===== src/rtl/irq_agg_pkg.sv =====
package irq_agg_pkg;
  localparam int unsigned N_BLK = 5;   // framer, bert, hdlc, feac, trail
  localparam int unsigned N_CMN = 2;   // pm update, line interface
  localparam int unsigned N_GSUM = 3;  // event, pm, port

  localparam int unsigned GSUM_EVT  = 0;
  localparam int unsigned GSUM_PM   = 1;
  localparam int unsigned GSUM_PORT = 2;

  // Allowed-source mask for a port in the given mode
  function automatic logic [N_BLK-1:0] mode_allow(input logic e3,
                                                  input logic [N_BLK-1:0] ds3_only,
                                                  input logic [N_BLK-1:0] e3_only);
    return e3 ? ~ds3_only : ~e3_only;
  endfunction
endpackage


===== src/rtl/irq_port_node.sv =====
module irq_port_node
  import irq_agg_pkg::*;
#(
  parameter logic [N_BLK-1:0] DS3_ONLY = 5'b01000,
  parameter logic [N_BLK-1:0] E3_ONLY  = 5'b10000
) (
  input  logic             clk_i,
  input  logic             rst_ni,
  input  logic             e3_i,
  input  logic [N_BLK-1:0] blk_i,
  input  logic [N_CMN-1:0] cmn_i,
  output logic             cmn_o,
  output logic             grp_o,
  output logic             pend_o
);
  logic [N_BLK-1:0] allowed;

  always_comb begin
    allowed = blk_i & mode_allow(e3_i, DS3_ONLY, E3_ONLY);
    cmn_o   = |cmn_i;
    grp_o   = |allowed;
    pend_o  = cmn_o | grp_o;
  end

  // sources of the inactive mode never raise the group bit
  assert_gate_e3_R4: assert property (@(posedge clk_i) disable iff (!rst_ni)
    (e3_i && ((blk_i & ~DS3_ONLY) == '0)) |-> !grp_o);
  assert_gate_ds3_R4: assert property (@(posedge clk_i) disable iff (!rst_ni)
    (!e3_i && ((blk_i & ~E3_ONLY) == '0)) |-> !grp_o);
endmodule


===== src/rtl/irq_glb_node.sv =====
module irq_glb_node
  import irq_agg_pkg::*;
#(
  parameter int unsigned N_PORTS = 4,
  parameter int unsigned N_GEV   = 4
) (
  input  logic [N_GEV-1:0]   evt_i,
  input  logic               pm_i,
  input  logic [N_PORTS-1:0] port_i,
  output logic [N_GSUM-1:0]  sum_o,
  output logic               any_o
);
  always_comb begin
    sum_o            = '0;
    sum_o[GSUM_EVT]  = |evt_i;
    sum_o[GSUM_PM]   = pm_i;
    sum_o[GSUM_PORT] = |port_i;
    any_o            = |sum_o;
  end
endmodule


===== src/rtl/irq_pin_drv.sv =====
module irq_pin_drv (
  input  logic clk_i,
  input  logic rst_ni,
  input  logic any_i,
  input  logic drive_high_i,
  output logic int_o,
  output logic int_oe_o
);
  logic act_q;

  always_ff @(posedge clk_i or negedge rst_ni) begin
    if (!rst_ni) act_q <= 1'b0;
    else         act_q <= any_i;
  end

  assign int_o    = ~act_q;
  assign int_oe_o = act_q | drive_high_i;

  assert_active_R6: assert property (@(posedge clk_i) disable iff (!rst_ni)
    any_i |=> (!int_o && int_oe_o));
  assert_idle_R7: assert property (@(posedge clk_i) disable iff (!rst_ni)
    !any_i |=> (int_o && (int_oe_o == drive_high_i)));
  assert_release_R8: assert property (@(posedge clk_i) disable iff (!rst_ni)
    $fell(any_i) |=> int_o);
  always_comb if (!rst_ni) assert_reset_R1: assert (int_o);
endmodule


===== src/rtl/irq_tree_top.sv =====
module irq_tree_top
  import irq_agg_pkg::*;
#(
  parameter int unsigned N_PORTS = 4,
  parameter int unsigned N_GEV   = 4,
  parameter logic [N_BLK-1:0] DS3_ONLY = 5'b01000,
  parameter logic [N_BLK-1:0] E3_ONLY  = 5'b10000
) (
  input  logic                     clk_i,
  input  logic                     rst_ni,
  input  logic                     drive_high_i,
  input  logic [N_PORTS-1:0]       port_e3_i,
  input  logic [N_PORTS*N_BLK-1:0] blk_req_i,
  input  logic [N_PORTS*N_CMN-1:0] cmn_req_i,
  input  logic [N_GEV-1:0]         glb_evt_i,
  input  logic                     glb_pm_i,
  output logic [N_PORTS*2-1:0]     port_sum_o,
  output logic [N_PORTS-1:0]       port_pend_o,
  output logic [N_GSUM-1:0]        glb_sum_o,
  output logic                     int_o,
  output logic                     int_oe_o
);
  logic any;

  for (genvar p = 0; p < N_PORTS; p++) begin : g_port
    irq_port_node #(.DS3_ONLY(DS3_ONLY), .E3_ONLY(E3_ONLY)) u_node (
      .clk_i  (clk_i),
      .rst_ni (rst_ni),
      .e3_i   (port_e3_i[p]),
      .blk_i  (blk_req_i[p*N_BLK +: N_BLK]),
      .cmn_i  (cmn_req_i[p*N_CMN +: N_CMN]),
      .cmn_o  (port_sum_o[2*p]),
      .grp_o  (port_sum_o[2*p+1]),
      .pend_o (port_pend_o[p])
    );
  end

  irq_glb_node #(.N_PORTS(N_PORTS), .N_GEV(N_GEV)) u_glb (
    .evt_i  (glb_evt_i),
    .pm_i   (glb_pm_i),
    .port_i (port_pend_o),
    .sum_o  (glb_sum_o),
    .any_o  (any)
  );

  irq_pin_drv u_pin (
    .clk_i        (clk_i),
    .rst_ni       (rst_ni),
    .any_i        (any),
    .drive_high_i (drive_high_i),
    .int_o        (int_o),
    .int_oe_o     (int_oe_o)
  );

  // port bit of the global level agrees with the port nodes
  assert_port_sum_R5: assert property (@(posedge clk_i) disable iff (!rst_ni)
    glb_sum_o[GSUM_PORT] == (port_sum_o != '0));
endmodule


===== config.mk =====
export PLATFORM = sky130hd
export DESIGN_NAME = irq_tree_top
export DESIGN_NICKNAME = d
export VERILOG_FILES = /design/src/rtl/irq_agg_pkg.sv /design/src/rtl/irq_port_node.sv /design/src/rtl/irq_glb_node.sv /design/src/rtl/irq_pin_drv.sv /design/src/rtl/irq_tree_top.sv
export SDC_FILE = /design/constraint.sdc
export NUM_CORES = 1
export LEC_CHECK = 0
export CAP_MARGIN = 40
export CELL_PAD_IN_SITES_DETAIL_PLACEMENT = 1
export CELL_PAD_IN_SITES_GLOBAL_PLACEMENT = 2
export CORE_UTILIZATION = 10
export CTS_CLUSTER_SIZE = 25
export DETAILED_ROUTE_END_ITERATION = 10
export PLACE_DENSITY = 0.95
export SYNTH_ARGS = -nofsm -noshare
export SYNTH_HDL_FRONTEND = slang
export SYNTH_SLANG_ARGS = --single-unit

===== constraint.sdc =====
create_clock -name clk_i -period 2.9 [get_ports clk_i]
set_input_delay 0.58 -clock clk_i [delete_from_list [all_inputs] [get_ports clk_i]]
set_output_delay 0.58 -clock clk_i [all_outputs]
set_load 0.005 [all_outputs]

; ---- Yosys cells after proc, flatten, opt, wreduce, memory -nomap -nowiden
; Index checks and enable logic that the tools add are counted.
[classes]
add_sub_neg = 0
n_mul = 0
div = 0
n_lt_le_gt_ge = 0
eq_ne = 0
shift = 0
n_mux = 4
bitwise = 10
n_reduce_logical = 11
[ops]
columns = cell, n
row1 = 5-bit AND, 4
row2 = 5-bit 2-to-1 mux, 4
row3 = 5-bit OR reduction, 4
row4 = 9-bit OR reduction, 1
row5 = 2-bit OR reduction, 4
row6 = 4-bit OR reduction, 2
row7 = 1-bit OR, 5
row8 = 1-bit inverter, 1
[word_totals]
reg_bits = 1
latch_bits = 0
ramBits = 0
romBits = 0
in_bits = 40
out_inout_bits = 17
n_memories = 0

; ---- Longest topological paths before layout
; Gate-level depths: netlist of run 1.
[logic_depth]
depth_word = 5
depth_mapped = 4
ltp_nobuf = 4

; ---- Hierarchy
; From an unflattened synthesis of run 1, not the netlist that was laid out.
[unflattened]
hier_cells = 27
area_unflattened_um2 = 197.7
[by_module_without_submodules]
columns = mod, n_inst, cells_each, area_each_um2
row1 = irq_port_node, 4, 5, 32.5
row2 = irq_pin_drv, 1, 3, 35.0
row3 = irq_glb_node, 1, 4, 32.5

; ---- Worst setup path after synthesis of run 1
; OpenSTA, ideal clock, no wires.
[synth_timing]
kind = input-to-output
startpoint = input port cmn_req_i[5]
endpoint = output port glb_sum_o[2]
t_arrival_ns = 1.490
t_required_ns = 2.320
setup_slack_ns = 0.830
stages = 3
path_buffers = 0
cell_sequence = or2_4 -> nand3b_4 -> or4_4
[synth_via]
elab_chain_len = 3
[synth_lines]
columns = item, line_no
row1 = "start, declared", irq_tree_top.sv:14  ; input logic [N_PORTS*N_CMN-1:0] cmn_req_i,
row2 = 2-bit OR reduction, irq_port_node.sv:20  ; cmn_o = |cmn_i;
row3 = 1-bit OR, irq_port_node.sv:22  ; pend_o = cmn_o | grp_o;
row4 = named net g_port[2].u_node.pend_o, irq_port_node.sv:14  ; output logic pend_o
row5 = 4-bit OR reduction, irq_glb_node.sv:17  ; sum_o[GSUM_PORT] = |port_i;
row6 = "end, declared", irq_tree_top.sv:19  ; output logic [N_GSUM-1:0] glb_sum_o,
; The timed path passes the listed nets, and every way through them passes these cells.

; ---- Worst setup path after layout of run 1
[layout_timing]
startpoint = input port port_e3_i[2]
endpoint = output port glb_sum_o[2]
[layout_via]
elab_chain_len = 5
[layout_lines]
columns = item, line_no
row1 = "start, declared", irq_tree_top.sv:12  ; input logic [N_PORTS-1:0] port_e3_i,
row2 = 5-bit 2-to-1 mux, irq_agg_pkg.sv:14  ; return e3 ? ~ds3_only : ~e3_only;
row3 = 5-bit AND, irq_port_node.sv:19  ; allowed = blk_i & mode_allow(e3_i, DS3_ONLY, E3_ONLY);
row4 = 5-bit OR reduction, irq_port_node.sv:21  ; grp_o = |allowed;
row5 = 1-bit OR, irq_port_node.sv:22
row6 = 4-bit OR reduction, irq_glb_node.sv:17
; No other way between the ends.

==> results by group, run 1 <==
Timing
  – Slew Viols, Final: 0
  – Max Clk Rate: 0.350 GHz
  – Hold_ws: 0.729 ns
  – Slew headroom: 82.2%
  – Min Tclk post-route: 2.85 ns
  – Worst-Margin Slew: 0.262 ns
  – Final period utilization: 98.4%
  – Final setup violation count: 0
  – Hold Fails Final Rpt: 0

Setup path
  – CP endpoint kind: output port
  – CP arrival: 2.27 ns
  – Critical Path Max Stage Delay: 0.54 ns
  – WP data required: 2.32 ns
  – Worst path cell trace: clkdlybuf4s50_1 > mux2i_2 > nand3b_4 > or4_4 > dlygate4sd2_1
  – Slowest-stage cell, CP: or4_4
  – Startpoint Class: primary input
  – Worst-path maximum fanout: 2
  – Crit Path Class: in2out

Detailed routing
  – Iter 0 DRT Violations: 6
  – Pre-Repair DR Iteration Count: 4
  – Post-route ant nets: 0
  – Routed WL: 1340 um
  – Total number of vias: 445
  – Drt wl/cell: 10.0 um
  – Via/cell ratio: 3.32
  – DRC Markers: 0

Synth
  – Synth warn: 0
  – Yosys top cell by area: buf_4
  – Post-Synth Simple-Gate Area: 50.9%
  – Seq/Total Area, Yosys: 7.22%
  – Post-synthesis net count: 79
  – Number of synthesized register bits: 1
  – Synth area leaders: buf_4 28%, nand3b_4 17%, mux2i_1 8.7%
  – Share of the synthesized area in the top cell type: 28.2%
  – Post-Synthesis Cells: 39
  – Synthesized area: 347 sq um
  – Synth Area in XOR/XNOR: 0%
  – Compound-Gate Fraction of Synth Area: 0%
  – Adder-Cell Fraction of Synth Area: 0%
  – Synth unique cells: 16
  – Largest family of logic cells by synthesized area: simple AND/OR/NAND/NOR gates
  – Synthesized area per cell: 8.89 sq um
  – Proportion of synthesized area in mux cells: 12.6%

Layout
  – Max reg flops: 1
  – Fill cells: 406
  – Share of cells above drive strength 1: 21.6%
  – Commonest non-fill, non-tap cells in the layout: 54 x clkdlybuf4s50_1, 6 x buf_4, 4 x nand2_1
  – Antenna Cells: 0
  – Most flops, register: u_pin.act_q
  – Register Area: 25.0 sq um
  – Leading registers by flop count: u_pin.act_q (1)
  – Area growth, synth to finish: 166%
  – Area of the multi-input gates: 228 sq um
  – # nets final: 130
  – Commonest non-fill, non-tap cell in the layout: clkdlybuf4s50_1

Power and ir drop
  – Flop pwr share: 13.6%
  – Sw Share: 20.9%
  – Gate power share: 86.4%
  – PwrDens: 114 nW/um^2
  – Internal: 0.0829 mW
  – VDD IR max: 0.0282 mV
  – Switching pwr: 0.0219 mW
  – Clock power share: 0%
  – Lkg Pwr: 0.378 nW
  – Overall Power: 0.105 mW

Placed design
  – I/O Buffers: 56
  – Post-detail-place hpwl: 1270 um
  – RePlAce Congestion: 0.624

Global route
  – Overall global routing resource usage: 6.33%
  – Overflow after GRT: 0
  – Largest net degree at the start of global routing: 3
  – Via count of the first global-routing pass: 458
  – First-pass GRT wire length: 1810 um
  – Initial antenna violation count: 0

Die
  – Row count: 21
  – Starting Density: 10.4%
  – Chip Height: 60.9 um
  – Ports: 57
  – Die X: 60.9 um
  – Full die area: 3710 sq um
  – CORE AREA: 3340 sq um

Flow run
  – # Max-Cap Violations: 0

Outcome
  – Outcome: finished, final reports clean

Clock network
  – CTS clk-pin slew, worst paths: 0 ns

Hold path
  – HP Class: in2async
## stage by stage
stage	instance area, sq um	cells	setup TNS, ns	worst slack (ns)	utilization [%]
6_report	921	134	0	0.0453	27.6
2_1_floorplan	347	39	0	0.830	-
5_1_grt	921	134	-0.0112	-0.0112	27.6
3_5_place_dp	897	132	-0.205	-0.205	26.9
4_1_cts	900	132	0	0.00655	27.0
3_3_place_gp	897	132	-0.129	-0.129	26.9
## cell type report
class	count	area share, %
multi-input cells	24	24.7
flip-flops and latches	1	2.72
repair buffers	62	65.9
well taps	46	6.25
inverters	1	0.408
## logic make-up (layout without fill, tap and decap cells)
logic type,count (synthesis),after routing
muxes,4,4
buffers and inverters,14,63
DFF,1,1
and+or+nand+nor,20,20
## worst max-delay path, delay by kind of cell
family	cells	cell delay, ns
buffers and inverters	2	0.76
and+or+nand+nor	2	0.64
muxes	1	0.29
## final timing paths
check	startpoint	to	slack [ns]	cells after the start
hold / removal	rst_ni	u_pin.act_q	0.73	1
max in group asynchronous	rst_ni	u_pin.act_q	2.07	1
min in group clk_i	port_e3_i[0]	u_pin.act_q	1.15	5
setup / recovery	port_e3_i[2]	glb_sum_o[2]	0.05	5
## per-layer routing
metal	up-vias	routed length, um	global-route usage [%]
li1	218	-	-
met1	198	367	5.18
met3	0	127	0.213
met4	0	0	0
met5	-	0	0
met2	29	849	16.0
## synthesized netlist by cell type (all sizes together)
cell type   n
or4         2
buf        13
nand3b      4
nor3        4
nand2       4
or3         1
dfrtp       1
inv         1
or2         5
mux2i       4
## timing repair
item,in CTS,in global routing
endpoints found under the setup margin,1,1
gates resized for setup,2,2
hold buffers,0,0
buffers inserted,0,2
## power by group through the flow
stage / sequential [mW] / combinational (mW) / clock (mW)
CTS: 0.0142 / 0.0894 / 0
finish: 0.0142 / 0.0906 / 0
global route: 0.0142 / 0.0964 / 0
detailed placement: 0.0142 / 0.0880 / 0
global placement: 0.0142 / 0.0856 / 0
floorplan: 0.0142 / 0.0254 / 0
No activity file was read; power rests on OpenSTA's default activity.
==> run 2: changes to the inputs <==
--- a/config.mk
+++ b/config.mk
@@ -14,4 +14,5 @@
 export PLACE_DENSITY = 0.95
 export SYNTH_ARGS = -nofsm -noshare
 export SYNTH_HDL_FRONTEND = slang
+export SYNTH_HIERARCHICAL = 1
 export SYNTH_SLANG_ARGS = --single-unit
==> constraint.sdc (replaced) <==
create_clock -name clk_i -period 2.52 [get_ports clk_i]
set_input_delay 0.504 -clock clk_i [delete_from_list [all_inputs] [get_ports clk_i]]
set_output_delay 0.504 -clock clk_i [all_outputs]
set_load 0.005 [all_outputs]
==> run 2 against run 1 <==
Cell count shrank 9.0%. Worst hold slack lost 0.077 ns. Synthesized area shrank 43%. Sequential share of layout area hardly changed. Die area is 42% lower. Setup slack hardly changed. Critical path type unchanged. Critical endpoint unchanged.
==> results by group, run 2 <==
Synth
  – Post-Synthesis Cells: 27 (-31%)
  – Post-synth EDFFs: 0 (unchanged)
  – Largest family of logic cells by synthesized area: simple AND/OR/NAND/NOR gates
  – Yosys top cell by area: mux2i_1
  – Adder-Cell Fraction of Synth Area: 0% (unchanged)
  – Seq/Total Area, Yosys: 12.7% (+5.4 points)
  – Post-synthesis net count: 67 (-15%)
  – Commonest cells post-synth: 5 x or2_1, 4 x mux2i_1, 4 x nand2_1, 4 x nand3b_1, 4 x nor3_1
  – Share of the synthesized area in the top cell type: 20.3% (-7.9 points)
  – Synth unique cells: 11 (-5)
  – Synthesized area per cell: 7.32 sq um (-18%)
  – Post-Synth Simple-Gate Area: 61.4% (+10 points)
  – Synth warn: 6 (+6)
  – Cell with the most instances after synthesis: or2_1
  – Synth area leaders: mux2i_1 20%, or2_1 16%, nand3b_1 15%
  – Number of synthesized register bits: 1 (unchanged)
  – Synth Area in XOR/XNOR: 0% (unchanged)
  – Compound-Gate Fraction of Synth Area: 0% (unchanged)
  – Proportion of synthesized area in mux cells: 20.3% (+7.6 points)
  – Ys async rst share: 100% (unchanged)
  – Synthesized area: 198 sq um (-43%)
  – Ys flop type: dfrtp_1

Die
  – Full die area: 2160 sq um (-42%)
  – Row count: 15 (-29%)
  – CORE AREA: 1780 sq um (-47%)
  – Starting Density: 11.1% (+0.70 points)
  – Die X: 46.5 um (-24%)
  – Ports: 57 (unchanged)
  – Chip Height: 46.5 um (-24%)

Global route
  – Largest net degree at the start of global routing: 3 (unchanged)
  – Overall global routing resource usage: 11.6% (+5.2 points)
  – Overflow after GRT: 0 (unchanged)
  – Via count of the first global-routing pass: 450 (-1.7%)
  – First-pass GRT wire length: 1860 um (+2.7%)
  – Initial antenna violation count: 0 (unchanged)

Timing
  – Final setup violation count: 0 (unchanged)
  – Final period utilization: 98.2%
  – Max Clk Rate: 0.404 GHz
  – Hold_ws: 0.653 ns (-0.0767 ns)
  – Hold Fails Final Rpt: 0 (unchanged)
  – Slew Viols, Final: 0 (unchanged)
  – Worst-Margin Slew: 0.214 ns (-0.0480 ns)
  – Min Tclk post-route: 2.47 ns
  – Slew headroom: 85.3% (+3.1 points)
  – RSZ-0062 raised after global routing: false

Detailed routing
  – Iter 0 DRT Violations: 1 (-5)
  – Drt wl/cell: 11.9 um (+18%)
  – DRC Markers: 0 (unchanged)
  – Via/cell ratio: 4.03 (+21%)
  – Total number of vias: 492 (+11%)
  – Post-route ant nets: 0 (unchanged)
  – Routed WL: 1450 um (+7.6%)
  – Pre-Repair DR Iteration Count: 2 (-2)

Setup path
  – Startpoint Class: primary input
  – Crit Path Class: in2out
  – WP data required: 2.02 ns (-0.30 ns)
  – CP endpoint kind: output port
  – Worst-path maximum fanout: 2 (unchanged)
  – CP arrival: 1.97 ns (-0.30 ns)

Placed design
  – RePlAce Congestion: 0.605 (-3.0%)
  – Placed Area: 790 sq um (-12%)
  – I/O Buffers: 56 (unchanged)
  – Post-detail-place hpwl: 1160 um (-8.5%)

Layout
  – Max reg flops: 1 (unchanged)
  – Final design instance area without fill: 932 sq um (+1.2%)
  – Share of cells above drive strength 1: 26.8% (+5.2 points)
  – Area growth, synth to finish: 372%
  – Leading registers by flop count: u_pin/act_q (1)
  – Commonest non-fill, non-tap cells in the layout: 42 x clkdlybuf4s50_1, 16 x buf_4, 7 x dlymetal6s2s_1
  – Utilization after layout: 52.3% (+25 points)
  – Commonest non-fill, non-tap cell in the layout: clkdlybuf4s50_1
  – # nets final: 139 (+6.9%)
  – Most flops, register: u_pin/act_q
  – Antenna Cells: 0 (unchanged)
  – Area of the multi-input gates: 193 sq um (-15%)
  – Fill cells: 214 (-47%)
  – Register Area: 25.0 sq um (unchanged)

Flow run
  – # Max-Cap Violations: 0 (unchanged)

Power and ir drop
  – PwrDens: 139 nW/um^2 (+22%)
  – Overall Power: 0.129 mW (+23%)
  – Lkg Pwr: 0.426 nW (+13%)
  – VDD IR max: 0.0601 mV (+110%)

Hold path
  – HP Class: in2async

Clock network
  – CTS clk-pin slew, worst paths: 0 ns (unchanged)
  – Post-CTS Hold Buffers: 0 (unchanged)

Outcome
  – Outcome: finished, final reports clean
## run 2: changes by cell type in the layout (fill, tap and decap cells not counted), moves of 3 or more
cell	previous run	this run
nand3b_4	3	0
dlygate4sd2_1	1	4
or2_1	2	5
clkdlybuf4s50_1	54	42
buf_4	6	16
dlymetal6s2s_1	1	7
nand3b_1	1	4
## run 2: area by class of cell
type                    instances  area share (%)
well taps                      25            3.36
repair buffers                 71            72.9
multi-input cells              24            20.7
flip-flops and latches          1            2.68
inverters                       1           0.403
## run 2: critical path, cell delays in order
cell	delay, ns
clkdlybuf4s50_1	0.39
or2_1	0.23
nand3b_1	0.18
or4_4	0.53
buf_6	0.13
## run 2: power breakdown
part           leakage (nW)   switching (mW)  internal (mW)  total, mW
combinational         0.417           0.0270         0.0860      0.113
sequential          0.00875  0.0000000000352         0.0163     0.0163
clock                     0                0              0          0
total                 0.426           0.0270          0.102      0.129
## run 2: through the flow
| step | std cells | worst slack (ns) | setup TNS (ns) |
|---|---|---|---|
| 2_1_floorplan | 27 | 0.538 | 0 |
| 3_3_place_gp | 108 | -0.320 | -0.320 |
| 3_5_place_dp | 108 | -0.387 | -0.387 |
| 4_1_cts | 119 | 0.00338 | 0 |
| 5_1_grt | 122 | 0.00149 | 0 |
| 6_report | 122 | 0.0456 | 0 |
## run 2: cell families after synthesis
| kind of cell | Yosys count |
|---|---|
| buffers and inverters | 2 |
| multiplexers | 4 |
| AND/OR/NAND/NOR | 20 |
| flip-flops | 1 |
## run 2: repair_timing
action / CTS / global route
buffers inserted: 11 / 3
resized for setup: 14 / 14
setup endpoints to repair: 1 / 2
pin swaps: 1 / 6
## run 2: worst max path at each step
stage | start | to | cells past startpoint
after detailed placement | port_e3_i[0] | glb_sum_o[2] | 5
final | cmn_req_i[3] | glb_sum_o[2] | 5
after CTS | cmn_req_i[5] | glb_sum_o[2] | 5
after global routing | cmn_req_i[6] | glb_sum_o[2] | 5
after floorplan | cmn_req_i[1] | glb_sum_o[2] | 3
after global placement | port_e3_i[0] | glb_sum_o[2] | 5
## run 2: per-layer routing
metal | routed length, um | part of all wire (%) | track usage, %
met5 | 0 | 0 | 0
met4 | 0 | 0 | 0
met3 | 152 | 11 | 1.96
met2 | 858 | 59 | 26.7
met1 | 435 | 30 | 10.1
